--- src/rtl/fcs_pkg.sv ---
package fcs_pkg;

   typedef enum logic [1:0] {
      RM_ARRAY  = 2'd0,
      RM_STATUS = 2'd1,
      RM_IDENT  = 2'd2,
      RM_QUERY  = 2'd3
   } rd_mode_e;

   typedef enum logic [1:0] {
      OPK_NONE  = 2'd0,
      OPK_WORD  = 2'd1,
      OPK_PAIR  = 2'd2,
      OPK_ERASE = 2'd3
   } op_kind_e;

   typedef enum logic [2:0] {
      SQ_IDLE        = 3'd0,
      SQ_ERS_CONFIRM = 3'd1,
      SQ_WORD_DATA   = 3'd2,
      SQ_PAIR_FIRST  = 3'd3,
      SQ_PAIR_SECOND = 3'd4
   } seq_state_e;

   // erase confirm byte, fixed by the command grammar
   localparam logic [7:0] ERASE_CONFIRM = 8'hD0;

   // status byte bit positions
   localparam int unsigned SB_READY   = 7;
   localparam int unsigned SB_ERS_SUS = 6;
   localparam int unsigned SB_ERS_ERR = 5;
   localparam int unsigned SB_PGM_ERR = 4;
   localparam int unsigned SB_PGM_SUS = 2;

   // all packed opcodes must be pairwise different
   function automatic bit fcs_ops_distinct(input logic [79:0] ops);
      for (int i = 0; i < 10; i++) begin
         for (int j = i + 1; j < 10; j++) begin
            if (ops[i*8 +: 8] == ops[j*8 +: 8]) return 1'b0;
         end
      end
      return 1'b1;
   endfunction

endpackage

--- src/rtl/fcs_engine.sv ---
module fcs_engine
   import fcs_pkg::*;
#(
   parameter int unsigned WORD_CYCLES  = 12,
   parameter int unsigned ERASE_CYCLES = 40
)(
   input  logic     clk,
   input  logic     rst_n,
   input  logic     start_vld,
   input  op_kind_e start_kind,
   input  logic     nest_vld,
   input  logic     susp_req,
   input  logic     resume_req,
   output logic     busy,
   output logic     susp_erase,
   output logic     susp_word,
   output logic     nested,
   output logic     done
);

   localparam int unsigned MAXC = (ERASE_CYCLES > WORD_CYCLES) ? ERASE_CYCLES : WORD_CYCLES;
   localparam int unsigned CW   = $clog2(MAXC + 1);
   localparam logic [CW-1:0] WORD_LAST  = CW'(WORD_CYCLES - 1);
   localparam logic [CW-1:0] ERASE_LAST = CW'(ERASE_CYCLES - 1);

   logic            run_q;
   logic            susp_q;
   logic            nest_q;
   op_kind_e        kind_q;
   logic [CW-1:0]   cnt_q;
   logic [CW-1:0]   cnt_save_q;

   always_ff @(posedge clk or negedge rst_n) begin
      if (!rst_n) begin
         run_q      <= 1'b0;
         susp_q     <= 1'b0;
         nest_q     <= 1'b0;
         kind_q     <= OPK_NONE;
         cnt_q      <= '0;
         cnt_save_q <= '0;
         done       <= 1'b0;
      end else begin
         done <= 1'b0;
         if (!run_q) begin
            if (start_vld) begin
               run_q  <= 1'b1;
               kind_q <= start_kind;
               cnt_q  <= (start_kind == OPK_ERASE) ? ERASE_LAST : WORD_LAST;
            end
         end else if (susp_q) begin
            if (resume_req) begin
               susp_q <= 1'b0;
            end else if (nest_vld && kind_q == OPK_ERASE) begin
               cnt_save_q <= cnt_q;
               cnt_q      <= WORD_LAST;
               kind_q     <= OPK_WORD;
               susp_q     <= 1'b0;
               nest_q     <= 1'b1;
            end
         end else if (cnt_q == '0) begin
            // final cycle: completes even if a pause was asked for
            done <= 1'b1;
            if (nest_q) begin
               nest_q <= 1'b0;
               kind_q <= OPK_ERASE;
               cnt_q  <= cnt_save_q;
               susp_q <= 1'b1;
            end else begin
               run_q  <= 1'b0;
               kind_q <= OPK_NONE;
            end
         end else begin
            cnt_q <= cnt_q - 1'b1;
            if (susp_req && !nest_q) susp_q <= 1'b1;
         end
      end
   end

   assign busy       = run_q && !susp_q;
   assign susp_erase = run_q && susp_q && (kind_q == OPK_ERASE);
   assign susp_word  = run_q && susp_q && (kind_q != OPK_ERASE);
   assign nested     = nest_q;

   assert_cnt_bound_R4: assert property (@(posedge clk) disable iff (!rst_n)
      run_q |-> (cnt_q <= ERASE_LAST || cnt_q <= WORD_LAST));

   assert_nest_from_erase_R9: assert property (@(posedge clk) disable iff (!rst_n)
      $rose(nest_q) |-> $past(susp_erase));

   assert_done_idles_R4: assert property (@(posedge clk) disable iff (!rst_n)
      done |-> !busy);

   assert_pause_drops_R8: assert property (@(posedge clk) disable iff (!rst_n)
      (busy && susp_req && !nest_q && cnt_q != '0) |=> !busy);

endmodule

--- src/rtl/fcs_seq.sv ---
module fcs_seq
   import fcs_pkg::*;
#(
   parameter int unsigned ADDR_W      = 19,
   parameter int unsigned DATA_W      = 16,
   parameter bit          PAIR_EN     = 1'b1,
   parameter logic [7:0]  OP_ARRAY    = 8'hFF,
   parameter logic [7:0]  OP_STATUS   = 8'h70,
   parameter logic [7:0]  OP_IDENT    = 8'h90,
   parameter logic [7:0]  OP_QUERY    = 8'h98,
   parameter logic [7:0]  OP_CLEAR    = 8'h50,
   parameter logic [7:0]  OP_ERASE    = 8'h20,
   parameter logic [7:0]  OP_WORD     = 8'h40,
   parameter logic [7:0]  OP_PAIR     = 8'h30,
   parameter logic [7:0]  OP_SUSPEND  = 8'hB0,
   parameter logic [7:0]  OP_RESUME   = 8'hD0
)(
   input  logic              clk,
   input  logic              rst_n,
   input  logic              wr_stb,
   input  logic [ADDR_W-1:0] wr_addr,
   input  logic [DATA_W-1:0] wr_data,
   input  logic              eng_busy,
   input  logic              eng_susp_erase,
   input  logic              eng_susp_word,
   input  logic              eng_nested,
   output rd_mode_e          mode,
   output logic              prog_err,
   output logic              erase_err,
   output logic              start_vld,
   output op_kind_e          start_kind,
   output logic              nest_vld,
   output logic              susp_req,
   output logic              resume_req,
   output logic              issue_word,
   output logic              issue_pair,
   output logic              issue_erase,
   output logic [ADDR_W-1:0] issue_addr,
   output logic [DATA_W-1:0] issue_data0,
   output logic [DATA_W-1:0] issue_data1
);

   seq_state_e        state_q, state_n;
   rd_mode_e          mode_n;
   logic              perr_n, eerr_n;
   logic [ADDR_W-1:0] first_addr_q;
   logic [DATA_W-1:0] first_data_q;
   logic              pair_ok;
   logic              eng_susp;
   logic [7:0]        op;

   generate
      if (PAIR_EN) begin : g_pair_on
         assign pair_ok = 1'b1;
      end else begin : g_pair_off
         assign pair_ok = 1'b0;
      end
   endgenerate

   assign eng_susp = eng_susp_erase || eng_susp_word;
   assign op       = wr_data[7:0];

   always_comb begin
      state_n    = state_q;
      mode_n     = mode;
      perr_n     = prog_err;
      eerr_n     = erase_err;
      start_vld  = 1'b0;
      start_kind = OPK_NONE;
      nest_vld   = 1'b0;
      susp_req   = 1'b0;
      resume_req = 1'b0;
      if (wr_stb) begin
         case (state_q)
            SQ_IDLE: begin
               if (eng_busy) begin
                  if (op == OP_STATUS)                    mode_n   = RM_STATUS;
                  else if (op == OP_SUSPEND && !eng_nested) susp_req = 1'b1;
               end else if (eng_susp) begin
                  if (op == OP_RESUME) begin
                     resume_req = 1'b1;
                     mode_n     = RM_STATUS;
                  end
                  else if (op == OP_ARRAY)  mode_n = RM_ARRAY;
                  else if (op == OP_STATUS) mode_n = RM_STATUS;
                  else if (op == OP_IDENT)  mode_n = RM_IDENT;
                  else if (op == OP_QUERY)  mode_n = RM_QUERY;
                  else if (op == OP_WORD && eng_susp_erase) state_n = SQ_WORD_DATA;
               end else begin
                  if (op == OP_ARRAY)       mode_n = RM_ARRAY;
                  else if (op == OP_STATUS) mode_n = RM_STATUS;
                  else if (op == OP_IDENT)  mode_n = RM_IDENT;
                  else if (op == OP_QUERY)  mode_n = RM_QUERY;
                  else if (op == OP_CLEAR) begin
                     perr_n = 1'b0;
                     eerr_n = 1'b0;
                  end
                  else if (op == OP_ERASE)            state_n = SQ_ERS_CONFIRM;
                  else if (op == OP_WORD)             state_n = SQ_WORD_DATA;
                  else if (op == OP_PAIR && pair_ok)  state_n = SQ_PAIR_FIRST;
                  else                                mode_n  = RM_ARRAY;
               end
            end
            SQ_ERS_CONFIRM: begin
               state_n = SQ_IDLE;
               if (op == ERASE_CONFIRM) begin
                  start_vld  = 1'b1;
                  start_kind = OPK_ERASE;
                  mode_n     = RM_STATUS;
               end else begin
                  eerr_n = 1'b1;
                  perr_n = 1'b1;
                  mode_n = RM_ARRAY;
               end
            end
            SQ_WORD_DATA: begin
               state_n = SQ_IDLE;
               mode_n  = RM_STATUS;
               if (eng_susp) begin
                  nest_vld = 1'b1;
               end else begin
                  start_vld  = 1'b1;
                  start_kind = OPK_WORD;
               end
            end
            SQ_PAIR_FIRST: begin
               state_n = SQ_PAIR_SECOND;
            end
            SQ_PAIR_SECOND: begin
               state_n = SQ_IDLE;
               if (wr_addr[ADDR_W-1:1] == first_addr_q[ADDR_W-1:1] &&
                   wr_addr[0] != first_addr_q[0]) begin
                  start_vld  = 1'b1;
                  start_kind = OPK_PAIR;
                  mode_n     = RM_STATUS;
               end else begin
                  perr_n = 1'b1;
                  mode_n = RM_ARRAY;
               end
            end
            default: begin
               state_n = SQ_IDLE;
               mode_n  = RM_ARRAY;
            end
         endcase
      end
   end

   always_ff @(posedge clk or negedge rst_n) begin
      if (!rst_n) begin
         state_q      <= SQ_IDLE;
         mode         <= RM_ARRAY;
         prog_err     <= 1'b0;
         erase_err    <= 1'b0;
         first_addr_q <= '0;
         first_data_q <= '0;
         issue_word   <= 1'b0;
         issue_pair   <= 1'b0;
         issue_erase  <= 1'b0;
         issue_addr   <= '0;
         issue_data0  <= '0;
         issue_data1  <= '0;
      end else begin
         state_q   <= state_n;
         mode      <= mode_n;
         prog_err  <= perr_n;
         erase_err <= eerr_n;
         if (wr_stb && state_q == SQ_PAIR_FIRST) begin
            first_addr_q <= wr_addr;
            first_data_q <= wr_data;
         end
         issue_word  <= nest_vld || (start_vld && start_kind == OPK_WORD);
         issue_pair  <= start_vld && start_kind == OPK_PAIR;
         issue_erase <= start_vld && start_kind == OPK_ERASE;
         if (start_vld || nest_vld) begin
            if (start_kind == OPK_PAIR) begin
               issue_addr  <= first_addr_q;
               issue_data0 <= first_data_q;
               issue_data1 <= wr_data;
            end else begin
               issue_addr  <= wr_addr;
               issue_data0 <= wr_data;
               issue_data1 <= '0;
            end
         end
      end
   end

   assert_busy_no_issue_R7: assert property (@(posedge clk) disable iff (!rst_n)
      (eng_busy && wr_stb) |=> !(issue_word || issue_pair || issue_erase));

   assert_issue_onehot_R4: assert property (@(posedge clk) disable iff (!rst_n)
      $onehot0({issue_word, issue_pair, issue_erase}));

   assert_bad_confirm_R5: assert property (@(posedge clk) disable iff (!rst_n)
      (state_q == SQ_ERS_CONFIRM && wr_stb && op != ERASE_CONFIRM)
      |=> (erase_err && prog_err && mode == RM_ARRAY && !issue_erase));

   assert_pair_addr_R6: assert property (@(posedge clk) disable iff (!rst_n)
      (state_q == SQ_PAIR_SECOND && wr_stb && wr_addr[ADDR_W-1:1] != first_addr_q[ADDR_W-1:1])
      |=> (!issue_pair && prog_err));

endmodule

--- src/rtl/fcs_rdmux.sv ---
module fcs_rdmux
   import fcs_pkg::*;
#(
   parameter int unsigned DATA_W   = 16,
   parameter logic [7:0]  MFR_CODE = 8'h5A,
   parameter logic [7:0]  DEV_CODE = 8'hC3
)(
   input  rd_mode_e          sel,
   input  logic              rd_lsb,
   input  logic [7:0]        status,
   input  logic [DATA_W-1:0] arr_data,
   input  logic [DATA_W-1:0] qry_data,
   output logic [DATA_W-1:0] rd_data
);

   always_comb begin
      case (sel)
         RM_STATUS: rd_data = {{(DATA_W-8){1'b0}}, status};
         RM_IDENT:  rd_data = {{(DATA_W-8){1'b0}}, (rd_lsb ? DEV_CODE : MFR_CODE)};
         RM_QUERY:  rd_data = qry_data;
         default:   rd_data = arr_data;
      endcase
   end

endmodule

--- src/rtl/flash_cmd_seq.sv ---
module flash_cmd_seq
   import fcs_pkg::*;
#(
   parameter int unsigned ADDR_W       = 19,
   parameter int unsigned DATA_W       = 16,
   parameter int unsigned WORD_CYCLES  = 12,
   parameter int unsigned ERASE_CYCLES = 40,
   parameter bit          PAIR_EN      = 1'b1,
   parameter logic [7:0]  MFR_CODE     = 8'h5A,
   parameter logic [7:0]  DEV_CODE     = 8'hC3,
   parameter logic [7:0]  OP_ARRAY     = 8'hFF,
   parameter logic [7:0]  OP_STATUS    = 8'h70,
   parameter logic [7:0]  OP_IDENT     = 8'h90,
   parameter logic [7:0]  OP_QUERY     = 8'h98,
   parameter logic [7:0]  OP_CLEAR     = 8'h50,
   parameter logic [7:0]  OP_ERASE     = 8'h20,
   parameter logic [7:0]  OP_WORD      = 8'h40,
   parameter logic [7:0]  OP_PAIR      = 8'h30,
   parameter logic [7:0]  OP_SUSPEND   = 8'hB0,
   parameter logic [7:0]  OP_RESUME    = 8'hD0
)(
   input  logic              clk,
   input  logic              rst_n,
   input  logic              wr_stb,
   input  logic [ADDR_W-1:0] wr_addr,
   input  logic [DATA_W-1:0] wr_data,
   input  logic              rd_lsb,
   input  logic [DATA_W-1:0] arr_data,
   input  logic [DATA_W-1:0] qry_data,
   output logic [DATA_W-1:0] rd_data,
   output logic [1:0]        rd_mode,
   output logic              issue_word,
   output logic              issue_pair,
   output logic              issue_erase,
   output logic [ADDR_W-1:0] issue_addr,
   output logic [DATA_W-1:0] issue_data0,
   output logic [DATA_W-1:0] issue_data1,
   output logic              eng_busy,
   output logic              eng_done
);

   localparam logic [79:0] OPS_PACKED = {OP_ARRAY, OP_STATUS, OP_IDENT, OP_QUERY, OP_CLEAR,
                                         OP_ERASE, OP_WORD, OP_PAIR, OP_SUSPEND, OP_RESUME};

   generate
      if (WORD_CYCLES < 1 || ERASE_CYCLES < 1) begin : g_bad_cycles
         $error("flash_cmd_seq: operation lengths must be at least one cycle");
      end
      if (DATA_W < 16 || ADDR_W < 2) begin : g_bad_width
         $error("flash_cmd_seq: DATA_W must be >= 16 and ADDR_W >= 2");
      end
      if (!fcs_ops_distinct(OPS_PACKED)) begin : g_bad_ops
         $error("flash_cmd_seq: opcodes must be pairwise distinct");
      end
   endgenerate

   rd_mode_e mode, eff_mode;
   op_kind_e start_kind;
   logic     prog_err, erase_err;
   logic     start_vld, nest_vld, susp_req, resume_req;
   logic     susp_erase, susp_word, nested;
   logic [7:0] status;

   fcs_seq #(
      .ADDR_W(ADDR_W), .DATA_W(DATA_W), .PAIR_EN(PAIR_EN),
      .OP_ARRAY(OP_ARRAY), .OP_STATUS(OP_STATUS), .OP_IDENT(OP_IDENT),
      .OP_QUERY(OP_QUERY), .OP_CLEAR(OP_CLEAR), .OP_ERASE(OP_ERASE),
      .OP_WORD(OP_WORD), .OP_PAIR(OP_PAIR), .OP_SUSPEND(OP_SUSPEND),
      .OP_RESUME(OP_RESUME)
   ) u_seq (
      .clk(clk), .rst_n(rst_n),
      .wr_stb(wr_stb), .wr_addr(wr_addr), .wr_data(wr_data),
      .eng_busy(eng_busy), .eng_susp_erase(susp_erase), .eng_susp_word(susp_word),
      .eng_nested(nested),
      .mode(mode), .prog_err(prog_err), .erase_err(erase_err),
      .start_vld(start_vld), .start_kind(start_kind), .nest_vld(nest_vld),
      .susp_req(susp_req), .resume_req(resume_req),
      .issue_word(issue_word), .issue_pair(issue_pair), .issue_erase(issue_erase),
      .issue_addr(issue_addr), .issue_data0(issue_data0), .issue_data1(issue_data1)
   );

   fcs_engine #(
      .WORD_CYCLES(WORD_CYCLES), .ERASE_CYCLES(ERASE_CYCLES)
   ) u_engine (
      .clk(clk), .rst_n(rst_n),
      .start_vld(start_vld), .start_kind(start_kind), .nest_vld(nest_vld),
      .susp_req(susp_req), .resume_req(resume_req),
      .busy(eng_busy), .susp_erase(susp_erase), .susp_word(susp_word),
      .nested(nested), .done(eng_done)
   );

   always_comb begin
      status             = 8'h00;
      status[SB_READY]   = !eng_busy;
      status[SB_ERS_SUS] = susp_erase;
      status[SB_ERS_ERR] = erase_err;
      status[SB_PGM_ERR] = prog_err;
      status[SB_PGM_SUS] = susp_word;
   end

   assign eff_mode = eng_busy ? RM_STATUS : mode;
   assign rd_mode  = eff_mode;

   fcs_rdmux #(
      .DATA_W(DATA_W), .MFR_CODE(MFR_CODE), .DEV_CODE(DEV_CODE)
   ) u_rdmux (
      .sel(eff_mode), .rd_lsb(rd_lsb), .status(status),
      .arr_data(arr_data), .qry_data(qry_data), .rd_data(rd_data)
   );

   assert_issue_busy_R4: assert property (@(posedge clk) disable iff (!rst_n)
      (issue_word || issue_pair || issue_erase) |-> eng_busy);

   assert_pause_flag_R8: assert property (@(posedge clk) disable iff (!rst_n)
      $fell(eng_busy) && !eng_done |-> (susp_erase || susp_word));

   assert_resume_status_R8: assert property (@(posedge clk) disable iff (!rst_n)
      resume_req |=> (rd_mode == 2'd1));

endmodule

--- config.mk ---
export PLATFORM = sky130hd
export DESIGN_NAME = flash_cmd_seq
export DESIGN_NICKNAME = d
export VERILOG_FILES = /design/src/rtl/fcs_pkg.sv /design/src/rtl/fcs_engine.sv /design/src/rtl/fcs_seq.sv /design/src/rtl/fcs_rdmux.sv /design/src/rtl/flash_cmd_seq.sv
export SDC_FILE = /design/constraint.sdc
export NUM_CORES = 1
export LEC_CHECK = 0
export ABC_AREA = 1
export CORE_UTILIZATION = 43
export CTS_CLUSTER_DIAMETER = 60
export DETAILED_ROUTE_END_ITERATION = 8
export GPL_ROUTABILITY_DRIVEN = 0
export PLACE_DENSITY = 0.73
export REMOVE_ABC_BUFFERS = 1
export SLEW_MARGIN = 40
export SYNTH_ARGS = -nofsm -noshare
export SYNTH_HDL_FRONTEND = slang
export SYNTH_SLANG_ARGS = --single-unit
--- constraint.sdc ---
create_clock -name clk -period 1.75 [get_ports clk]
set_clock_uncertainty 0.05 [all_clocks]
set_input_delay 0.35 -clock clk [delete_from_list [all_inputs] [get_ports clk]]
set_output_delay 0.35 -clock clk [all_outputs]
set_load 0.01 [all_outputs]
==> run_results.csv <==
group,metric,value,unit
sta,hold_viol_final,0,
detailed_routing,dr.first_iter.drc_count,744,
layout,drive_above_1_share,0.420,
layout,final_area,11100,µm²
die,rows,43,
synthesis,synthTopCellsByArea,"dfrtp_1 47%, nand2_1 17%, inv_1 7.0%",
sta,hold_ws,0.202,ns
cts,path_clk_slew,0.05,ns
sta,fin_crit_sh,1.26,
pwr,p_seq_frac,0.243,
critical_path,path_class,"reg2out",
critical_path,max_stage_delay,0.38,ns
cts,clkLatencyLatePin,0.42,ns
detailed_routing,drc_errors,0,
die,pin_count,145,
synthesis,ys_ff_latch,114,
synthesis,synth_cells,817,
cts,htreeDepth,4,
sta,rsz0062_at_grt,"true",
critical_path,crit_chain,"inv_2 -> nand2_4 -> inv_4 -> nor2_4 -> inv_2 -> nor2_4 -> buf_6 -> buf_6 -> inv_2 -> nor2_1 -> a31oi_1 -> buf_2",
synthesis,muxShareOfSynthArea,0.00368,
placed_design,detailed_place_hpwl,12400,µm
global_route,grt_pass1_vias,6931,
pwr,p_leak,5.98,nW
global_route,grt_usage,0.304,
die,start_util,0.441,
sta,final-max-slew-violation-count,0,
critical_path,worstPathArrival,1.80,ns
synthesis,synth_top_family_by_area,"simple AND/OR/NAND/NOR gates",
pwr,combPwrFrac,0.551,
layout,area_delta_synth_final,80.7,%
layout,finalNonFillerCells,1323,
synthesis,ys.flop_type,"dfrtp_1",
synthesis,synth_cell_types,42,
sta,max_freq,455,MHz
detailed_routing,vias,7538,
detailed_routing,drtPass1Iterations,6,
pwr,peakVddDrop,848,µV
synthesis,syn_area,6130,µm²
die,fp.dieH,121,µm
pwr,p_sw,7.65,mW
cts,cts_sinks,114,
min_path,hold_path_class,"in2async",
critical_path,worst-path-buf-inv,7,
pwr,swShare,0.407,
sta,setup_ws,-0.449,ns
synthesis,async_reset_ff_frac,1.00,
detailed_routing,via_per_inst,5.70,
synthesis,synth_seq_area_share,0.466,
layout,fin_nets,1204,
cts,cts_tree,"done",
critical_path,critPathMaxFanout,5,
placed_design,io_buffers,144,
sta,tns,-29.67,ns
cts,cts_root_buffer,"clkbuf_16",
critical_path,critPathSlowestCell,"dfrtp_1",
synthesis,synth-xor-area-share,0.0114,
synthesis,synth_top_area_share,0.466,
critical_path,crit_required,1.35,ns
die,fp.dieW,121,µm
detailed_routing,routedWlPerCell,19.8,µm
sta,setup_viol_count_final,110,
global_route,grt_max_degree,114,
pwr,power.share.clock,0.205,
critical_path,cp_top_family,"buffers and inverters",
sta,period_needed,2.20,ns
flow_run,cap_viol_max_count,0,
global_route,gr-total-overflow,0,
cts,cts_made_buffers,17,
die,die_area,14700,µm²
critical_path,r2r_slack,-0.43,ns
critical_path,critPathCaptureType,"output port",
sta,worst_pin_slew,0.616,ns
placed_design,dp.cells,1243,
layout,final_util,0.798,
pwr,internal_power,11.1,mW
layout,num_antenna_cells,0,
sta,max-slew-margin-rel,0.589,
die,coreArea,13900,µm²
run_status,status,"complete, but fails checks",
synthesis,avgSynthCellArea,7.50,µm²
cts,cts.path.max_buffers,2,
synthesis,synthSimpleGateAreaFrac,0.302,
synthesis,synth-edff-count,0,
synthesis,synth_adder_area_share,0.00204,
detailed_routing,routed_wl,26200,µm
synthesis,yosys.area.top_type,"dfrtp_1",
critical_path,path_common_cell,"inv_2",
placed_design,dp_slack,-0.684,ns
detailed_routing,ant_nets,0,
global_route,antenna_found_initial,0,
pwr,power_density,1700,nW/µm²
critical_path,startpoint_type,"flop",
run_status,failed_checks,"setup timing",
placed_design,place_area,8660,µm²
synthesis,synth_compound_area_frac,0.113,
global_route,grt_pass1_wl,34100,µm
synthesis,ys_warn_count,0,
pwr,totalPowerFinal,18.8,mW
==> cell usage in the layout, fill, tap and decap left out, types with 5 or more instances in the layout <==
cell / netlist / layout
nand3_2: 3 / 27
buf_16: 0 / 8
dfrtp_1: 114 / 111
clkbuf_16: 0 / 18
buf_6: 4 / 22
nand3_1: 42 / 13
bufinv_16: 0 / 5
o21ai_0: 84 / 41
nand2_4: 0 / 47
nor2_1: 40 / 23
o21ai_2: 1 / 31
buf_12: 1 / 13
nand4_1: 26 / 26
a22o_1: 9 / 9
buf_8: 0 / 5
dlygate4sd2_1: 0 / 25
clkdlybuf4s50_1: 0 / 57
nor2_2: 5 / 15
nor2_4: 1 / 8
inv_2: 5 / 23
inv_1: 115 / 91
nand2_1: 284 / 184
clkinvlp_4: 0 / 5
nand3_4: 1 / 6
buf_4: 3 / 132
o21ai_1: 3 / 14
buf_2: 10 / 16
a21oi_1: 8 / 5
nand2_2: 11 / 64
dlymetal6s2s_1: 0 / 42
==> synthesized netlist by cell type (all sizes together) (3+ instances only) <==
cell,number
a21oi,8
a22o,9
buf,18
clkbuf,9
dfrtp,114
inv,120
nand2,295
nand3,46
nand4,28
nor2,46
nor3,5
o211ai,4
o21ai,88
o22ai,3
xnor2,4
xor2,4
==> worst reg2reg max path, stage by stage (launching register included) <==
cell and delay [ns]:
dfrtp_1 0.40, inv_1 0.06, nand2_1 0.05, nand2_1 0.13, nand2_1 0.12, nor2_1 0.14, nand2_1 0.09, nor2_2 0.11
nand4_2 0.14, buf_6 0.16, nand3b_4 0.14, inv_8 0.08, buf_8 0.15, buf_16 0.15, nand2_4 0.05, o21ai_1 0.06
==> layer usage <==
layer,track usage,vias to the layer above,wire [µm]
met5,0,-,0
met4,0.160,0,1780
met3,0.0658,181,1930
met2,0.507,513,13000
met1,0.365,3595,9540
li1,-,3249,-
==> path summary, 6_finish.rpt <==
path | startpoint | end | cells after the start
min in group clk | wr_addr[13] | u_seq.issue_addr[13] | 3
setup / recovery | u_engine.susp_q | rd_data[4] | 12
setup reg to reg | u_seq.first_addr_q[7] | u_seq.issue_data1[10] | 15
hold reg to reg | u_seq.issue_addr[12] | u_seq.issue_addr[12] | 2
hold / removal | rst_n | u_seq.issue_addr[10] | 2
max in group asynchronous | rst_n | u_engine.cnt_save_q[2] | 3
==> logic make-up after synthesis <==
family / count (synthesis)
and+or+nand+nor: 423
buffers and inverters: 148
DFF: 114
xor gates and xnor gates: 8
adders and majority gates: 1
AOI/OAI and AO/OA: 121
muxes: 2
==> area by class of cell <==
type	instances	area, µm²
clock buffer	20	457
inverter	121	478
fill	766	2810
sequential	114	2860
timing repair buffer	322	3220
multi-input combinational	555	3630
tap	180	225
clock inverter	10	183
timing repair inverter	1	20.0
==> power groups by stage <==
stage          combinational [mW]  sequential (mW)  clock [mW]
2_1_floorplan                3.23             4.42           0
3_3_place_gp                 6.96             4.29           0
3_5_place_dp                 7.11             4.30           0
4_1_cts                      8.99             4.37        3.82
5_1_grt                      11.0             4.65        3.98
6_report                     10.4             4.57        3.86
==> timing repair <==
action,CTS,global route
endpoints found under the setup margin,89,160
cloned,13,1
gates resized for setup,300,238
buffers inserted,26,21
pin swaps,61,73
hold endpoints to repair,1,0
hold buffers,1,0
==> sequential cells by signal (all words and copies together) (netlist names), 2 cells and up <==
name	cells
u_engine.cnt_q	6
u_seq.issue_data0	16
u_engine.cnt_save_q	6
u_seq.first_addr_q	19
u_seq.mode	2
u_seq.issue_data1	16
u_seq.state_q	3
u_seq.first_data_q	16
u_engine.kind_q	2
u_seq.issue_addr	19
Note: power is estimated with default switching activity, not from simulation.
